$ cat src/rtl/bchk_pkg.sv
package bchk_pkg;

    localparam int NCH   = 8;
    localparam int FRM_W = 16;
    localparam int CNT_W = 6;
    localparam int RES_W = 8;

    localparam logic [2:0] OP_CTRL = 3'b011;
    localparam logic [2:0] OP_ATTR = 3'b001;
    localparam logic [2:0] OP_READ = 3'b100;
    localparam logic [2:0] MON_CH  = 3'b111;
    // pull-up off, pull-down on, reference on, test bit cleared
    localparam logic [3:0] CTRL_WORD = 4'b0110;

    typedef enum logic [1:0] {
        FK_CTRL, FK_ATTR_AN, FK_READ, FK_ATTR_DIG
    } frame_kind_e;

    typedef enum logic [2:0] {
        SQ_IDLE, SQ_CTRL, SQ_ATTR_AN, SQ_READ, SQ_ATTR_DIG
    } seq_st_e;

    typedef enum logic [1:0] {
        FE_IDLE, FE_RUN, FE_TAIL, FE_GAP
    } fe_st_e;

    typedef enum logic [1:0] {
        V_NONE, V_OK, V_LOW
    } verdict_e;

    typedef struct packed {
        logic [FRM_W-1:0] bits;     // left-justified, first bit at MSB
        logic [CNT_W-1:0] n_out;    // bits driven by the host
        logic [CNT_W-1:0] n_total;  // CLK pulses in the frame
        logic [CNT_W-1:0] cap_from; // first pulse index that samples
    } frame_t;

    function automatic frame_t build_frame(frame_kind_e k,
                                           logic [NCH-2:0] cfg,
                                           int turn);
        frame_t f;
        f = '0;
        case (k)
            FK_CTRL: begin
                f.bits     = {OP_CTRL, CTRL_WORD, 9'b0};
                f.n_out    = CNT_W'(7);
                f.n_total  = CNT_W'(7);
                f.cap_from = CNT_W'(7);
            end
            FK_ATTR_AN: begin
                f.bits     = {OP_ATTR, 1'b1, cfg, 5'b0};
                f.n_out    = CNT_W'(3 + NCH);
                f.n_total  = CNT_W'(3 + NCH);
                f.cap_from = CNT_W'(3 + NCH);
            end
            FK_ATTR_DIG: begin
                f.bits     = {OP_ATTR, 1'b0, cfg, 5'b0};
                f.n_out    = CNT_W'(3 + NCH);
                f.n_total  = CNT_W'(3 + NCH);
                f.cap_from = CNT_W'(3 + NCH);
            end
            default: begin
                f.bits     = {OP_READ, MON_CH, 10'b0};
                f.n_out    = CNT_W'(6);
                f.n_total  = CNT_W'(6 + turn + RES_W);
                f.cap_from = CNT_W'(6 + turn);
            end
        endcase
        return f;
    endfunction

endpackage

$ cat src/rtl/bchk_tick.sv
module bchk_tick #(
    parameter int DIV_W    = 8,
    parameter int MIN_HALF = 8
) (
    input  logic             clk,
    input  logic             rst,
    input  logic             run,
    input  logic [DIV_W-1:0] div,
    output logic             tick
);
    localparam logic [DIV_W-1:0] FLOOR = DIV_W'(MIN_HALF);
    localparam logic [DIV_W-1:0] D_ONE = DIV_W'(1);

    logic [DIV_W-1:0] half;
    logic [DIV_W-1:0] cnt;
    logic             last;

    assign half = (div < FLOOR) ? FLOOR : div;
    assign last = (cnt == half - D_ONE);
    assign tick = run && last;

    always_ff @(posedge clk) begin
        if (rst || !run) begin
            cnt <= '0;
        end else if (last) begin
            cnt <= '0;
        end else begin
            cnt <= cnt + D_ONE;
        end
    end
endmodule

$ cat src/rtl/bchk_frame.sv
module bchk_frame
    import bchk_pkg::*;
(
    input  logic             clk,
    input  logic             rst,
    input  logic             tick,
    input  logic             req,
    input  frame_t           frm,
    input  logic             dio_in,
    output logic             active,
    output logic             done,
    output logic             ser_start,
    output logic             ser_clk,
    output logic             dio_out,
    output logic             dio_oe,
    output logic [RES_W-1:0] rx_data
);
    localparam logic [CNT_W-1:0] C_ONE = CNT_W'(1);

    fe_st_e           st;
    logic [FRM_W-1:0] shreg;
    logic [CNT_W-1:0] idx;
    logic [CNT_W-1:0] idx_nxt;
    logic [CNT_W-1:0] n_out_q;
    logic [CNT_W-1:0] n_total_q;
    logic [CNT_W-1:0] cap_q;
    logic             gap_half;

    assign active  = (st != FE_IDLE);
    assign idx_nxt = idx + C_ONE;
    assign dio_out = dio_oe & shreg[FRM_W-1];

    always_ff @(posedge clk) begin
        if (rst) begin
            st        <= FE_IDLE;
            shreg     <= '0;
            idx       <= '0;
            n_out_q   <= '0;
            n_total_q <= '0;
            cap_q     <= '0;
            gap_half  <= 1'b0;
            done      <= 1'b0;
            ser_start <= 1'b1;
            ser_clk   <= 1'b0;
            dio_oe    <= 1'b0;
            rx_data   <= '0;
        end else begin
            done <= 1'b0;
            case (st)
                FE_IDLE: begin
                    if (req) begin
                        shreg     <= frm.bits;
                        n_out_q   <= frm.n_out;
                        n_total_q <= frm.n_total;
                        cap_q     <= frm.cap_from;
                        idx       <= '0;
                        rx_data   <= '0;
                        ser_start <= 1'b0;
                        ser_clk   <= 1'b0;
                        dio_oe    <= (frm.n_out != '0);
                        st        <= FE_RUN;
                    end
                end
                FE_RUN: begin
                    if (tick) begin
                        if (!ser_clk) begin
                            ser_clk <= 1'b1;
                            if (idx >= cap_q) begin
                                rx_data <= {rx_data[RES_W-2:0], dio_in};
                            end
                        end else begin
                            ser_clk <= 1'b0;
                            idx     <= idx_nxt;
                            shreg   <= {shreg[FRM_W-2:0], 1'b0};
                            dio_oe  <= (idx_nxt < n_out_q);
                            if (idx_nxt == n_total_q) begin
                                st <= FE_TAIL;
                            end
                        end
                    end
                end
                FE_TAIL: begin
                    if (tick) begin
                        ser_start <= 1'b1;
                        dio_oe    <= 1'b0;
                        gap_half  <= 1'b0;
                        st        <= FE_GAP;
                    end
                end
                default: begin
                    if (tick) begin
                        gap_half <= 1'b1;
                        if (gap_half) begin
                            done <= 1'b1;
                            st   <= FE_IDLE;
                        end
                    end
                end
            endcase
        end
    end
endmodule

$ cat src/rtl/bchk_seq.sv
module bchk_seq
    import bchk_pkg::*;
#(
    parameter int DIV_W     = 8,
    parameter int TURN_CLKS = 2,
    parameter int LOW_RUN   = 3
) (
    input  logic             clk,
    input  logic             rst,
    input  logic             go,
    input  logic [NCH-2:0]   cfg,
    input  logic [DIV_W-1:0] div,
    input  logic             done,
    input  logic [RES_W-1:0] rx_data,
    output logic             req,
    output frame_t           frm,
    output logic [DIV_W-1:0] div_q,
    output logic             busy,
    output logic             batt_low,
    output logic             batt_ok
);
    localparam int              LC_W   = $clog2(LOW_RUN + 1);
    localparam logic [LC_W-1:0] LC_MAX = LC_W'(LOW_RUN);
    localparam logic [LC_W-1:0] LC_ONE = LC_W'(1);

    seq_st_e        st;
    frame_kind_e    kind;
    verdict_e       verdict;
    logic [LC_W-1:0] low_cnt;
    logic [LC_W-1:0] low_nxt;
    logic [NCH-2:0] cfg_q;

    assign low_nxt = (low_cnt == LC_MAX) ? low_cnt : low_cnt + LC_ONE;

    always_comb begin
        case (st)
            SQ_ATTR_AN:  kind = FK_ATTR_AN;
            SQ_READ:     kind = FK_READ;
            SQ_ATTR_DIG: kind = FK_ATTR_DIG;
            default:     kind = FK_CTRL;
        endcase
    end

    assign frm = build_frame(kind, cfg_q, TURN_CLKS);

    always_ff @(posedge clk) begin
        if (rst) begin
            st       <= SQ_IDLE;
            req      <= 1'b0;
            verdict  <= V_NONE;
            low_cnt  <= '0;
            cfg_q    <= '0;
            div_q    <= '0;
            busy     <= 1'b0;
            batt_low <= 1'b0;
            batt_ok  <= 1'b0;
        end else begin
            req <= 1'b0;
            case (st)
                SQ_IDLE: begin
                    if (go) begin
                        cfg_q    <= cfg;
                        div_q    <= div;
                        low_cnt  <= '0;
                        verdict  <= V_NONE;
                        batt_low <= 1'b0;
                        batt_ok  <= 1'b0;
                        busy     <= 1'b1;
                        req      <= 1'b1;
                        st       <= SQ_CTRL;
                    end
                end
                SQ_CTRL: begin
                    if (done) begin
                        req <= 1'b1;
                        st  <= SQ_ATTR_AN;
                    end
                end
                SQ_ATTR_AN: begin
                    if (done) begin
                        req <= 1'b1;
                        st  <= SQ_READ;
                    end
                end
                SQ_READ: begin
                    if (done) begin
                        req <= 1'b1;
                        if (rx_data[RES_W-1]) begin
                            verdict <= V_OK;
                            st      <= SQ_ATTR_DIG;
                        end else begin
                            low_cnt <= low_nxt;
                            if (low_nxt == LC_MAX) begin
                                verdict <= V_LOW;
                                st      <= SQ_ATTR_DIG;
                            end
                        end
                    end
                end
                default: begin
                    if (done) begin
                        busy     <= 1'b0;
                        batt_ok  <= (verdict == V_OK);
                        batt_low <= (verdict == V_LOW);
                        st       <= SQ_IDLE;
                    end
                end
            endcase
        end
    end
endmodule

$ cat src/rtl/bchk_top.sv
module bchk_top
    import bchk_pkg::*;
#(
    parameter int DIV_W     = 8,
    parameter int MIN_HALF  = 8,
    parameter int TURN_CLKS = 2,
    parameter int LOW_RUN   = 3
) (
    input  logic             clk,
    input  logic             rst,
    input  logic             go,
    input  logic [DIV_W-1:0] clk_div,
    input  logic [NCH-2:0]   chan_cfg,
    input  logic             dio_in,
    output logic             ser_start,
    output logic             ser_clk,
    output logic             dio_out,
    output logic             dio_oe,
    output logic             busy,
    output logic             batt_low,
    output logic             batt_ok
);
    logic             tick;
    logic             active;
    logic             done;
    logic             req;
    frame_t           frm;
    logic [DIV_W-1:0] div_q;
    logic [RES_W-1:0] rx_data;

    bchk_tick #(
        .DIV_W    (DIV_W),
        .MIN_HALF (MIN_HALF)
    ) u_tick (
        .clk  (clk),
        .rst  (rst),
        .run  (active),
        .div  (div_q),
        .tick (tick)
    );

    bchk_frame u_frame (
        .clk       (clk),
        .rst       (rst),
        .tick      (tick),
        .req       (req),
        .frm       (frm),
        .dio_in    (dio_in),
        .active    (active),
        .done      (done),
        .ser_start (ser_start),
        .ser_clk   (ser_clk),
        .dio_out   (dio_out),
        .dio_oe    (dio_oe),
        .rx_data   (rx_data)
    );

    bchk_seq #(
        .DIV_W     (DIV_W),
        .TURN_CLKS (TURN_CLKS),
        .LOW_RUN   (LOW_RUN)
    ) u_seq (
        .clk      (clk),
        .rst      (rst),
        .go       (go),
        .cfg      (chan_cfg),
        .div      (clk_div),
        .done     (done),
        .rx_data  (rx_data),
        .req      (req),
        .frm      (frm),
        .div_q    (div_q),
        .busy     (busy),
        .batt_low (batt_low),
        .batt_ok  (batt_ok)
    );
endmodule

$ cat config.mk
export PLATFORM = sky130hd
export DESIGN_NAME = bchk_top
export DESIGN_NICKNAME = d
export VERILOG_FILES = /design/src/rtl/bchk_pkg.sv /design/src/rtl/bchk_tick.sv /design/src/rtl/bchk_frame.sv /design/src/rtl/bchk_seq.sv /design/src/rtl/bchk_top.sv
export SDC_FILE = /design/constraint.sdc
export NUM_CORES = 1
export LEC_CHECK = 0
export CAP_MARGIN = 15
export CELL_PAD_IN_SITES_DETAIL_PLACEMENT = 0
export CELL_PAD_IN_SITES_GLOBAL_PLACEMENT = 2
export CORE_ASPECT_RATIO = 0.5
export CORE_MARGIN = 2
export CORE_UTILIZATION = 38
export CTS_CLUSTER_SIZE = 30
export DETAILED_ROUTE_END_ITERATION = 16
export GPL_TIMING_DRIVEN = 0
export HOLD_SLACK_MARGIN = 0.1
export PLACE_DENSITY_LB_ADDON = 0.1
export SLEW_MARGIN = 40
export SYNTH_ARGS = -nofsm -noshare
export SYNTH_HDL_FRONTEND = slang
export SYNTH_SLANG_ARGS = --single-unit
$ cat constraint.sdc
create_clock -name clk -period 4.8 [get_ports clk]
set_input_delay 1.2 -clock clk [delete_from_list [all_inputs] [get_ports clk]]
set_output_delay 1.2 -clock clk [all_outputs]
set_load 0.03 [all_outputs]
==> impl_metrics.tcl, run 1 <==
set metrics [dict create \
    outcome "finished clean" \
    timing.critical_path.arrival_ns 3.76 \
    dieHeight_um 73.3 \
    htree_num_levels 3 \
    total_power_uw 1560 \
    timing.critical_path.required_ns 4.97 \
    core_area_um2 9380 \
    synth_area_leaders "sky130_fd_sc_hd__dfxtp_1, sky130_fd_sc_hd__nand2_1, sky130_fd_sc_hd__a21oi_1" \
    post-dp-hpwl_um 7120 \
    timing.critical_path.from_type "flop" \
    cell_area_reported_after_detailed_placement_um2 4050 \
    holdBufCountCts 0 \
    path_buf_inv 0 \
    globalRoute.totalOverflow 0 \
    timing.critical_path.max_delay_family "simple AND/OR/NAND/NOR gates" \
    num_io_pins 26 \
    first_iter_violations 260 \
    drt_drc_violations_left 0 \
    synthesized_nets 481 \
    synth_top_cell_by_area "sky130_fd_sc_hd__dfxtp_1" \
    cts_root_buffer "sky130_fd_sc_hd__clkbuf_16" \
    grt_max_degree 13 \
    yosys_most_used_dff "sky130_fd_sc_hd__dfxtp_1" \
    die_width_um 143 \
    timing.max_slew.rel_slack 0.497 \
    critical_path.cell_chain "nor3_1 -> nand2_1 -> nand2_1 -> ha_1 -> or3b_2 -> a32oi_1 -> xor2_1 -> and4bb_1 -> nand2_1 -> or3_1 -> nor4_1" \
    core.rowCount 25 \
    port-buffer-count 25 \
    drive_gt1_frac 0.0654 \
    m1_wire_length_um 5050 \
    cts_buffers 9 \
    tightestPinTransition_ns 0.751 \
    slew_viol_final 0 \
    fillCellCount 937 \
    cts_max_path_buffers 2 \
    post-synth-top-count-cell "sky130_fd_sc_hd__dfxtp_1" \
    antenna_found_initial 0 \
    netlist_instances 448 \
    setup_viol_count_final 0 \
    final_design_area_no_fill_um2 4360 \
    synthToLayoutAreaGrowth_pct 19.4 \
    crit_path_frequent_cell "sky130_fd_sc_hd__nand2_1" \
    final_critical_path_setup_slack_ns 1.21 \
    netlist_top_cells_count "sky130_fd_sc_hd__dfxtp_1, sky130_fd_sc_hd__nand2_1, sky130_fd_sc_hd__a21oi_1, sky130_fd_sc_hd__nor2_1, sky130_fd_sc_hd__nand3_1" \
    fmaxAchievable_mhz 278 \
    cts.reportedPaths.clkPinSlew_ns 0.06 \
    postSynth.asyncResetShare 0 \
    timing.critical_path.fanout_max 7 \
    register_area_um2 1460 \
    synth.ff_latch_count 73 \
    die_area_um2 10500 \
    post_cts.resized_instances 0 \
    vias_per_std_cell 5.44 \
    track_usage 0.196 \
    worstHoldPathType "reg2reg" \
    post_synth_instance_area_um2 3650 \
    via_count_of_the_first_global_routing_pass 3124 \
    max_cap_violations 0 \
    wire_per_inst_um 15.5 \
    leakage_uw 0.00153 \
    cellPowerDensity_nw_per_um2 359 \
    synth-seq-area-share 0.400 \
    synthesis.area_per_instance_um2 8.15 \
    finalCriticalPeriod_ns 3.59 \
    final_weighted_congestion_of_routability_driven_global_placement 0.813 \
    maxUsedRoutingLayer "met4" \
    worst_ir_drop_vdd_uv 207 \
    timing.hold.ws_ns 0.458 \
    clock_latency_of_the_later_clocked_register_in_the_worst_skew_pair_ns 0.32 \
    edff_count_synth 0 \
    post-cts-setup-buffers 0 \
    worstSetupEndpointType "flop" \
    crit_type "reg2reg" \
    timing.clock.skew_ns 0.0103 \
    crit_path_top_delay_cell "sky130_fd_sc_hd__nor3_1" \
    finish.net_count 517 \
    drt_wl_total_um 9470 \
    ys_types 62 \
    dpl_worst_slack_ns 1.28 \
    cts_num_sinks 73 \
    tritoncts_clock_tree "built" \
    hold_viol_final 0 \
    total_area_of_multi_input_combinational_cells_um2 2020 \
    drt_first_pass_iters 4 \
    synth_largest_type_area_fraction 0.400 \
    grt_first_pass_wirelength_um 15900 \
    timing.final.crit_share 0.749 \
    start_util 0.389 \
    detailroute.via_count 3318 \
    tns_ns 0 \
    wl_met2_um 4100 \
    max_stage_delay_ns 0.48 \
    routed-wl-met3_um 311 \
    rsz0062_at_grt "no" \
    ys_warn_count 0 \
    detail-route-antenna-nets 0 \
    insertedDiodeCount 0 \
]
[worst paths after layout]
kind / end / start / depth (start not counted) / slack, ns
hold reg to reg: u_seq.cfg_q[2] / u_seq.cfg_q[2] / 2 / 0.46
hold / removal: u_seq.cfg_q[2] / u_seq.cfg_q[2] / 2 / 0.46
setup / recovery: u_frame.done / u_seq.div_q[5] / 11 / 1.21
setup reg to reg: u_frame.done / u_seq.div_q[5] / 11 / 1.21
[worst register-to-register path, stage by stage (launching register included)]
cell and delay, ns:
sky130_fd_sc_hd__dfxtp_1 0.38, sky130_fd_sc_hd__nor3_1 0.48, sky130_fd_sc_hd__nand2_1 0.13, sky130_fd_sc_hd__nand2_1 0.11
sky130_fd_sc_hd__ha_1 0.29, sky130_fd_sc_hd__or3b_2 0.47, sky130_fd_sc_hd__a32oi_1 0.21, sky130_fd_sc_hd__xor2_1 0.25
sky130_fd_sc_hd__and4bb_1 0.31, sky130_fd_sc_hd__nand2_1 0.11, sky130_fd_sc_hd__or3_1 0.34, sky130_fd_sc_hd__nor4_1 0.37
[cells in the final DEF (no fill, tap or decap), types with 2 or more instances in the layout]
master / count
sky130_fd_sc_hd__clkbuf_1: 18
sky130_fd_sc_hd__and3_1: 3
sky130_fd_sc_hd__nor3_1: 13
sky130_fd_sc_hd__o31ai_1: 4
sky130_fd_sc_hd__xnor2_1: 9
sky130_fd_sc_hd__xor2_1: 11
sky130_fd_sc_hd__nand3_1: 26
sky130_fd_sc_hd__a31o_2: 4
sky130_fd_sc_hd__nor2b_1: 6
sky130_fd_sc_hd__ha_1: 14
sky130_fd_sc_hd__nor2_1: 34
sky130_fd_sc_hd__clkdlybuf4s50_1: 25
sky130_fd_sc_hd__a32oi_1: 2
sky130_fd_sc_hd__buf_2: 2
sky130_fd_sc_hd__a21oi_1: 46
sky130_fd_sc_hd__dfxtp_1: 73
sky130_fd_sc_hd__nand4_1: 4
sky130_fd_sc_hd__or4b_1: 2
sky130_fd_sc_hd__nor4_1: 4
sky130_fd_sc_hd__clkbuf_8: 2
sky130_fd_sc_hd__buf_4: 2
sky130_fd_sc_hd__a31oi_1: 11
sky130_fd_sc_hd__nand2b_1: 3
sky130_fd_sc_hd__mux2i_1: 4
sky130_fd_sc_hd__a211oi_1: 6
sky130_fd_sc_hd__nand3b_1: 2
sky130_fd_sc_hd__clkbuf_16: 9
sky130_fd_sc_hd__and2_1: 5
sky130_fd_sc_hd__o41ai_1: 2
sky130_fd_sc_hd__o22ai_1: 3
sky130_fd_sc_hd__o21ai_0: 11
sky130_fd_sc_hd__a22oi_1: 3
sky130_fd_sc_hd__nand4b_1: 2
sky130_fd_sc_hd__or3_1: 4
sky130_fd_sc_hd__mux2_2: 2
sky130_fd_sc_hd__a21o_1: 3
sky130_fd_sc_hd__inv_1: 17
sky130_fd_sc_hd__nand2_1: 67
[through the flow]
| stage | utilization | std cells |
|---|---|---|
| after CTS | 0.465 | 610 |
| after detailed placement | 0.432 | 594 |
| final | 0.465 | 610 |
| after floorplan | - | 448 |
| after global routing | 0.465 | 610 |
| after global placement | 0.432 | 594 |
[state kept, by name, indices dropped and copies added (netlist names), 2 cells and up]
register,cells
u_frame.idx,6
u_tick.cnt,8
u_seq.cfg_q,7
u_seq.low_cnt,2
u_frame.n_out_q,2
u_frame.rx_data,8
u_frame.n_total_q,4
u_frame.st,2
u_seq.div_q,8
u_seq.verdict,2
u_frame.shreg,11
u_seq.st,3
[layout make-up]
type | count | share of cell area
timing repair buffer | 25 | 0.0574
multi-input combinational | 334 | 0.463
inverter | 18 | 0.0155
sequential | 73 | 0.335
buffer | 23 | 0.0238
tap | 121 | 0.0347
clock inverter | 4 | 0.0118
clock buffer | 12 | 0.0588
[routing by layer]
metal,vias to the layer above,GRT usage
li1,1670,-
met1,1603,0.285
met4,0,0.0319
met3,2,0.0450
met5,-,0
met2,43,0.301
[logic make-up after synthesis]
kind of cell	after synthesis	synth area share
buffers and inverters	41	0.0469
flip-flops	73	0.400
multiplexers	6	0.0171
AO/OA/AOI/OAI	108	0.188
XOR/XNOR	20	0.0480
adder cells (fa/ha/maj)	14	0.0480
AND/OR/NAND/NOR	186	0.252
[report_power, final]
part / switching, uW / total [uW] / internal, uW
clock: 251 / 682 / 431
sequential: 23.2 / 657 / 634
combinational: 136 / 225 / 88.8
total: 411 / 1560 / 1150
No activity file was read; power rests on OpenSTA's default activity.
==> run 2: changes to the inputs <==
--- a/config.mk
+++ b/config.mk
@@ -10,7 +10,7 @@
 export CELL_PAD_IN_SITES_GLOBAL_PLACEMENT = 2
 export CORE_ASPECT_RATIO = 0.5
 export CORE_MARGIN = 2
-export CORE_UTILIZATION = 38
+export CORE_UTILIZATION = 35
 export CTS_CLUSTER_SIZE = 30
 export DETAILED_ROUTE_END_ITERATION = 16
 export GPL_TIMING_DRIVEN = 0
==> constraint.sdc (replaced) <==
create_clock -name clk -period 3.55 [get_ports clk]
set_input_delay 0.8875 -clock clk [delete_from_list [all_inputs] [get_ports clk]]
set_output_delay 0.8875 -clock clk [all_outputs]
set_load 0.03 [all_outputs]
==> impl_metrics.tcl, run 2 (synthesis results as in run 1) <==
set metrics [dict create \
    outcome "finished clean" \
    clock_latency_of_the_later_clocked_register_in_the_worst_skew_pair_ns 0.33 \
    die_area_um2 11300 \
    max_cap_violations 0 \
    rsz0062_at_grt "no" \
    timing.final.crit_share 0.920 \
    via_count_of_the_first_global_routing_pass 3083 \
    fmaxAchievable_mhz 306 \
    finalCriticalPeriod_ns 3.26 \
    worstSetupEndpointType "flop" \
    num_io_pins 26 \
    tritoncts_clock_tree "built" \
    post-cts-setup-buffers 0 \
    final_design_area_no_fill_um2 4400 \
    slew_viol_final 0 \
    globalRoute.totalOverflow 0 \
    worst-r2r-cell-count 11 \
    detailroute.via_count 3226 \
    timing.critical_path.from_type "flop" \
    finish.net_count 517 \
    first_iter_violations 276 \
    timing.critical_path.fanout_max 7 \
    cellPowerDensity_nw_per_um2 477 \
    drt_wl_total_um 9570 \
    worst_hold_path.num_cells 2 \
    die_width_um 148 \
    fillCellCount 1082 \
    htree_num_levels 3 \
    grt_max_degree 12 \
    detail-route-antenna-nets 0 \
    setup_viol_count_final 0 \
    cell_area_reported_after_detailed_placement_um2 4080 \
    grt_first_pass_wirelength_um 16000 \
    drt_first_pass_iters 4 \
    holdBufCountCts 0 \
    worst_ir_drop_vdd_uv 231 \
    cts_num_sinks 73 \
    cts_max_path_buffers 2 \
    drt_drc_violations_left 0 \
    cts_root_buffer "sky130_fd_sc_hd__clkbuf_16" \
    max_flop_register "u_frame.shreg" \
    timing.clock.skew_ns 0.00496 \
    antenna_found_initial 0 \
    port-buffer-count 25 \
    core_area_um2 10200 \
    largest_reg_flops 11 \
    cts_buffers 9 \
    timing.max_slew.rel_slack 0.465 \
    cts.reportedPaths.clkPinSlew_ns 0.06 \
    dieHeight_um 76.2 \
    timing.hold.ws_ns 0.460 \
    synthToLayoutAreaGrowth_pct 20.4 \
    most-common-layout-cells "sky130_fd_sc_hd__dfxtp_1, sky130_fd_sc_hd__nand2_1, sky130_fd_sc_hd__a21oi_1" \
    core.rowCount 26 \
    timing.critical_path.arrival_ns 3.47 \
    post-dp-hpwl_um 7100 \
    wire_per_inst_um 15.2 \
    leakage_uw 0.00153 \
    track_usage 0.181 \
    final_weighted_congestion_of_routability_driven_global_placement 0.737 \
    start_util 0.359 \
    hold_viol_final 0 \
    drive_gt1_frac 0.0716 \
    total_power_uw 2100 \
    tightestPinTransition_ns 0.799 \
    timing.critical_path.required_ns 3.75 \
    finish.utilization 0.432 \
    worstHoldPathType "reg2reg" \
    crit_type "reg2reg" \
    layout.cells.most_common "sky130_fd_sc_hd__dfxtp_1" \
    insertedDiodeCount 0 \
    vias_per_std_cell 5.13 \
]
## run 2: per-layer routing
| metal | GRT usage | part of all wire | up-vias |
|---|---|---|---|
| met3 | 0.0485 | 0.036 | 11 |
| met5 | 0 | 0 | - |
| li1 | - | - | 1662 |
| met2 | 0.257 | 0.40 | 44 |
| met1 | 0.268 | 0.55 | 1509 |
| met4 | 0.0457 | 0.012 | 0 |
## run 2: per-stage QoR
stage	worst slack, ns	std cells	TNS, ns
3_5_place_dp	-0.0799	613	-0.128
2_1_floorplan	0.652	448	0
5_1_grt	0.0224	629	0
6_report	0.285	629	0
3_3_place_gp	-0.184	613	-0.504
4_1_cts	0.0436	629	0
## run 2: path summary, 6_finish.rpt
check,endpoint,start,slack [ns]
hold reg to reg,u_seq.batt_low,u_seq.batt_low,0.46
setup / recovery,u_frame.done,u_seq.div_q[5],0.29
hold / removal,u_seq.batt_low,u_seq.batt_low,0.46
setup reg to reg,u_frame.done,u_seq.div_q[5],0.29
## run 2: timing repair
action | 4_1_cts | 5_1_grt
resized for setup | 1 | 4
gates cloned | 0 | 0
endpoints found under the setup margin | 8 | 25
## run 2: area by class of cell
| class | instances | area, um^2 | share of cell area |
|---|---|---|---|
| Inverter | 18 | 67.6 | 0.0154 |
| Buffer | 23 | 104 | 0.0236 |
| Multi-Input combinational cell | 334 | 2050 | 0.466 |
| Timing Repair Buffer | 25 | 250 | 0.0569 |
| Clock inverter | 3 | 40.0 | 0.00910 |
| Sequential cell | 73 | 1460 | 0.332 |
| Clock buffer | 13 | 250 | 0.0569 |
| Tap cell | 140 | 175 | 0.0398 |
## run 2: power breakdown
| group | leakage, uW | internal, uW | total (uW) | switching [uW] |
|---|---|---|---|---|
| registers | 0.000593 | 857 | 889 | 32.4 |
| logic | 0.000794 | 122 | 309 | 187 |
| clock network | 0.000144 | 562 | 897 | 336 |
| total | 0.00153 | 1540 | 2100 | 555 |
## run 2: worst max-delay path, cell delays in order (launching register included)
cell and delay, ns:
sky130_fd_sc_hd__dfxtp_1 0.40, sky130_fd_sc_hd__nor3_4 0.28, sky130_fd_sc_hd__nand2_1 0.10, sky130_fd_sc_hd__nand2_1 0.08, sky130_fd_sc_hd__ha_2 0.26, sky130_fd_sc_hd__or3b_2 0.46
sky130_fd_sc_hd__a32oi_1 0.22, sky130_fd_sc_hd__xor2_1 0.24, sky130_fd_sc_hd__and4bb_1 0.34, sky130_fd_sc_hd__nand2_1 0.13, sky130_fd_sc_hd__or3_1 0.36, sky130_fd_sc_hd__nor4_2 0.27
==> run 3: changes to the inputs <==
--- a/config.mk
+++ b/config.mk
@@ -16,6 +16,7 @@
 export GPL_TIMING_DRIVEN = 0
 export HOLD_SLACK_MARGIN = 0.1
 export PLACE_DENSITY_LB_ADDON = 0.1
+export RECOVER_POWER = 50
 export SLEW_MARGIN = 40
 export SYNTH_ARGS = -nofsm -noshare
 export SYNTH_HDL_FRONTEND = slang
==> impl_metrics.tcl, run 3 (synthesis results as in run 1) <==
set metrics [dict create \
    power_switching_share 0.264 \
    timing.critical_path.fanout_max 7 \
    synthToLayoutAreaGrowth_pct 20.4 \
    cts_root_buffer "sky130_fd_sc_hd__clkbuf_16" \
    endpoint "u_frame.done" \
    finalCriticalPeriod_ns 3.26 \
    post-cts-setup-buffers 0 \
    ff2ff_setup_slack_ns 0.29 \
    slew_viol_final 0 \
    leakage_uw 0.00155 \
    outcome "finished clean" \
    wire_per_inst_um 15.2 \
    power_frac_clock 0.428 \
    worstHoldPathType "reg2reg" \
    num_io_pins 26 \
    p_switching_uw 553 \
    via_count_of_the_first_global_routing_pass 3083 \
    worstSetupEndpointType "flop" \
    cellPowerDensity_nw_per_um2 476 \
    max_stage_delay_ns 0.46 \
    internal_power_uw 1540 \
    final_weighted_congestion_of_routability_driven_global_placement 0.737 \
    final_critical_path_setup_slack_ns 0.287 \
    worst_ir_drop_vdd_uv 230 \
    timing.critical_path.arrival_ns 3.47 \
    track_usage 0.181 \
    cp.depth 11 \
    first_iter_violations 267 \
    seqPwrFrac 0.425 \
    critical_path.cell_chain "nor3_4 -> nand2_1 -> nand2_1 -> ha_2 -> or3b_2 -> a32oi_1 -> xor2_1 -> and4bb_1 -> nand2_1 -> or3_1 -> nor4_2" \
    tightestPinTransition_ns 0.795 \
    timing.max_slew.rel_slack 0.468 \
    most-common-layout-cells "sky130_fd_sc_hd__dfxtp_1, sky130_fd_sc_hd__nand2_1, sky130_fd_sc_hd__a21oi_1" \
    insertedDiodeCount 0 \
    finish.net_count 517 \
    timing.clock.skew_ns 0.00351 \
    port-buffer-count 25 \
    rsz0062_at_grt "no" \
    cts_num_sinks 73 \
    cts_max_path_buffers 2 \
    timing.final.crit_share 0.919 \
    globalRoute.totalOverflow 0 \
    drt_first_pass_iters 4 \
    rr_endpoint "u_frame.done" \
    path_buf_inv 0 \
    largest_reg_flops 11 \
    worst_hold_path.num_cells 2 \
    max_flop_register "u_frame.shreg" \
    htree_num_levels 3 \
    drt_drc_violations_left 0 \
    fmaxAchievable_mhz 306 \
    drt_wl_total_um 9560 \
    grt_first_pass_wirelength_um 16000 \
    post-dp-hpwl_um 7100 \
    timing.critical_path.max_delay_family "simple AND/OR/NAND/NOR gates" \
    detail-route-antenna-nets 0 \
    r2r_start "u_seq.div_q[5]" \
    drive_gt1_frac 0.0716 \
    setup_viol_count_final 0 \
    antenna_found_initial 0 \
    combinationalPowerShare 0.147 \
    cts_buffers 9 \
    start_util 0.359 \
    timing.critical_path.from_type "flop" \
    crit_path_top_delay_cell "sky130_fd_sc_hd__or3b_2" \
    hold_viol_final 0 \
    crit_path_frequent_cell "sky130_fd_sc_hd__nand2_1" \
    die_width_um 148 \
    core_area_um2 10200 \
    die_area_um2 11300 \
    tritoncts_clock_tree "built" \
    max_cap_violations 0 \
    core.rowCount 26 \
    layout.cells.most_common "sky130_fd_sc_hd__dfxtp_1" \
    dieHeight_um 76.2 \
    dpl_worst_slack_ns -0.0799 \
    crit_type "reg2reg" \
    worst-r2r-cell-count 11 \
    crit_path_start "u_seq.div_q[5]" \
    timing.critical_path.required_ns 3.75 \
    detailroute.via_count 3219 \
    grt_max_degree 12 \
    vias_per_std_cell 5.12 \
    total_power_uw 2090 \
    finish.utilization 0.432 \
    holdBufCountCts 0 \
    cts.reportedPaths.clkPinSlew_ns 0.06 \
    clock_latency_of_the_later_clocked_register_in_the_worst_skew_pair_ns 0.33 \
]
## run 3: changes by cell type in the layout (fill, tap and decap cells not counted), sizes merged
cell           change
clkdlybuf4s50      -9
dlygate4sd3        +9
buf                -1
clkbuf             +1
## run 3: area by class of cell
cell class / instances / area [um^2]
Tap cell: 140 / 175
Clock buffer: 13 / 250
Inverter: 18 / 67.6
Timing Repair Buffer: 25 / 250
Clock inverter: 3 / 40.0
Fill cell: 1082 / 5780
Multi-Input combinational cell: 334 / 2050
Buffer: 23 / 104
Sequential cell: 73 / 1460
## run 3: timing repair
| action | 4_1_cts | 5_1_grt |
|---|---|---|
| gates cloned | 0 | 0 |
| endpoints found under the hold margin | 0 | 0 |
| gates resized for setup | 1 | 4 |
| endpoints found under the setup margin | 8 | 25 |
## run 3: metal layers
metal | up-vias | share of wire | global-route usage
met5 | - | 0 | 0
met2 | 40 | 0.40 | 0.257
met4 | 0 | 0.012 | 0.0457
met3 | 11 | 0.040 | 0.0485
met1 | 1508 | 0.55 | 0.268
li1 | 1660 | - | -
## run 3: how the worst min path moves through the flow
stage	from	to	slack, ns
after floorplan	u_seq.cfg_q[0]	u_seq.cfg_q[0]	0.44
after global placement	u_seq.batt_low	u_seq.batt_low	0.45
after detailed placement	u_seq.batt_ok	u_seq.batt_ok	0.44
after CTS	u_seq.batt_ok	u_seq.batt_ok	0.46
after global routing	u_frame.shreg[14]	u_frame.shreg[14]	0.48
final	u_seq.batt_low	u_seq.batt_low	0.46
## run 3: tightest hold or removal path: stages, from the launching register on
cell                      delay [ns]
sky130_fd_sc_hd__dfxtp_1        0.30
sky130_fd_sc_hd__nand2_1        0.05
sky130_fd_sc_hd__a21oi_1        0.05
## run 3: power groups by stage
stage / clock network (uW) / logic [uW] / registers, uW
2_1_floorplan: 0 / 206 / 904
3_3_place_gp: 0 / 308 / 906
3_5_place_dp: 0 / 307 / 906
4_1_cts: 920 / 309 / 888
5_1_grt: 963 / 350 / 895
6_report: 896 / 307 / 889
## run 3: stage by stage
step | cell area [um^2] | hold slack, ns | cells | TNS [ns]
2_1_floorplan | 3650 | 0.436 | 448 | 0
3_3_place_gp | 4080 | 0.446 | 613 | -0.504
3_5_place_dp | 4080 | 0.444 | 613 | -0.128
4_1_cts | 4370 | 0.461 | 629 | 0
5_1_grt | 4400 | 0.485 | 629 | 0
6_report | 4400 | 0.457 | 629 | 0
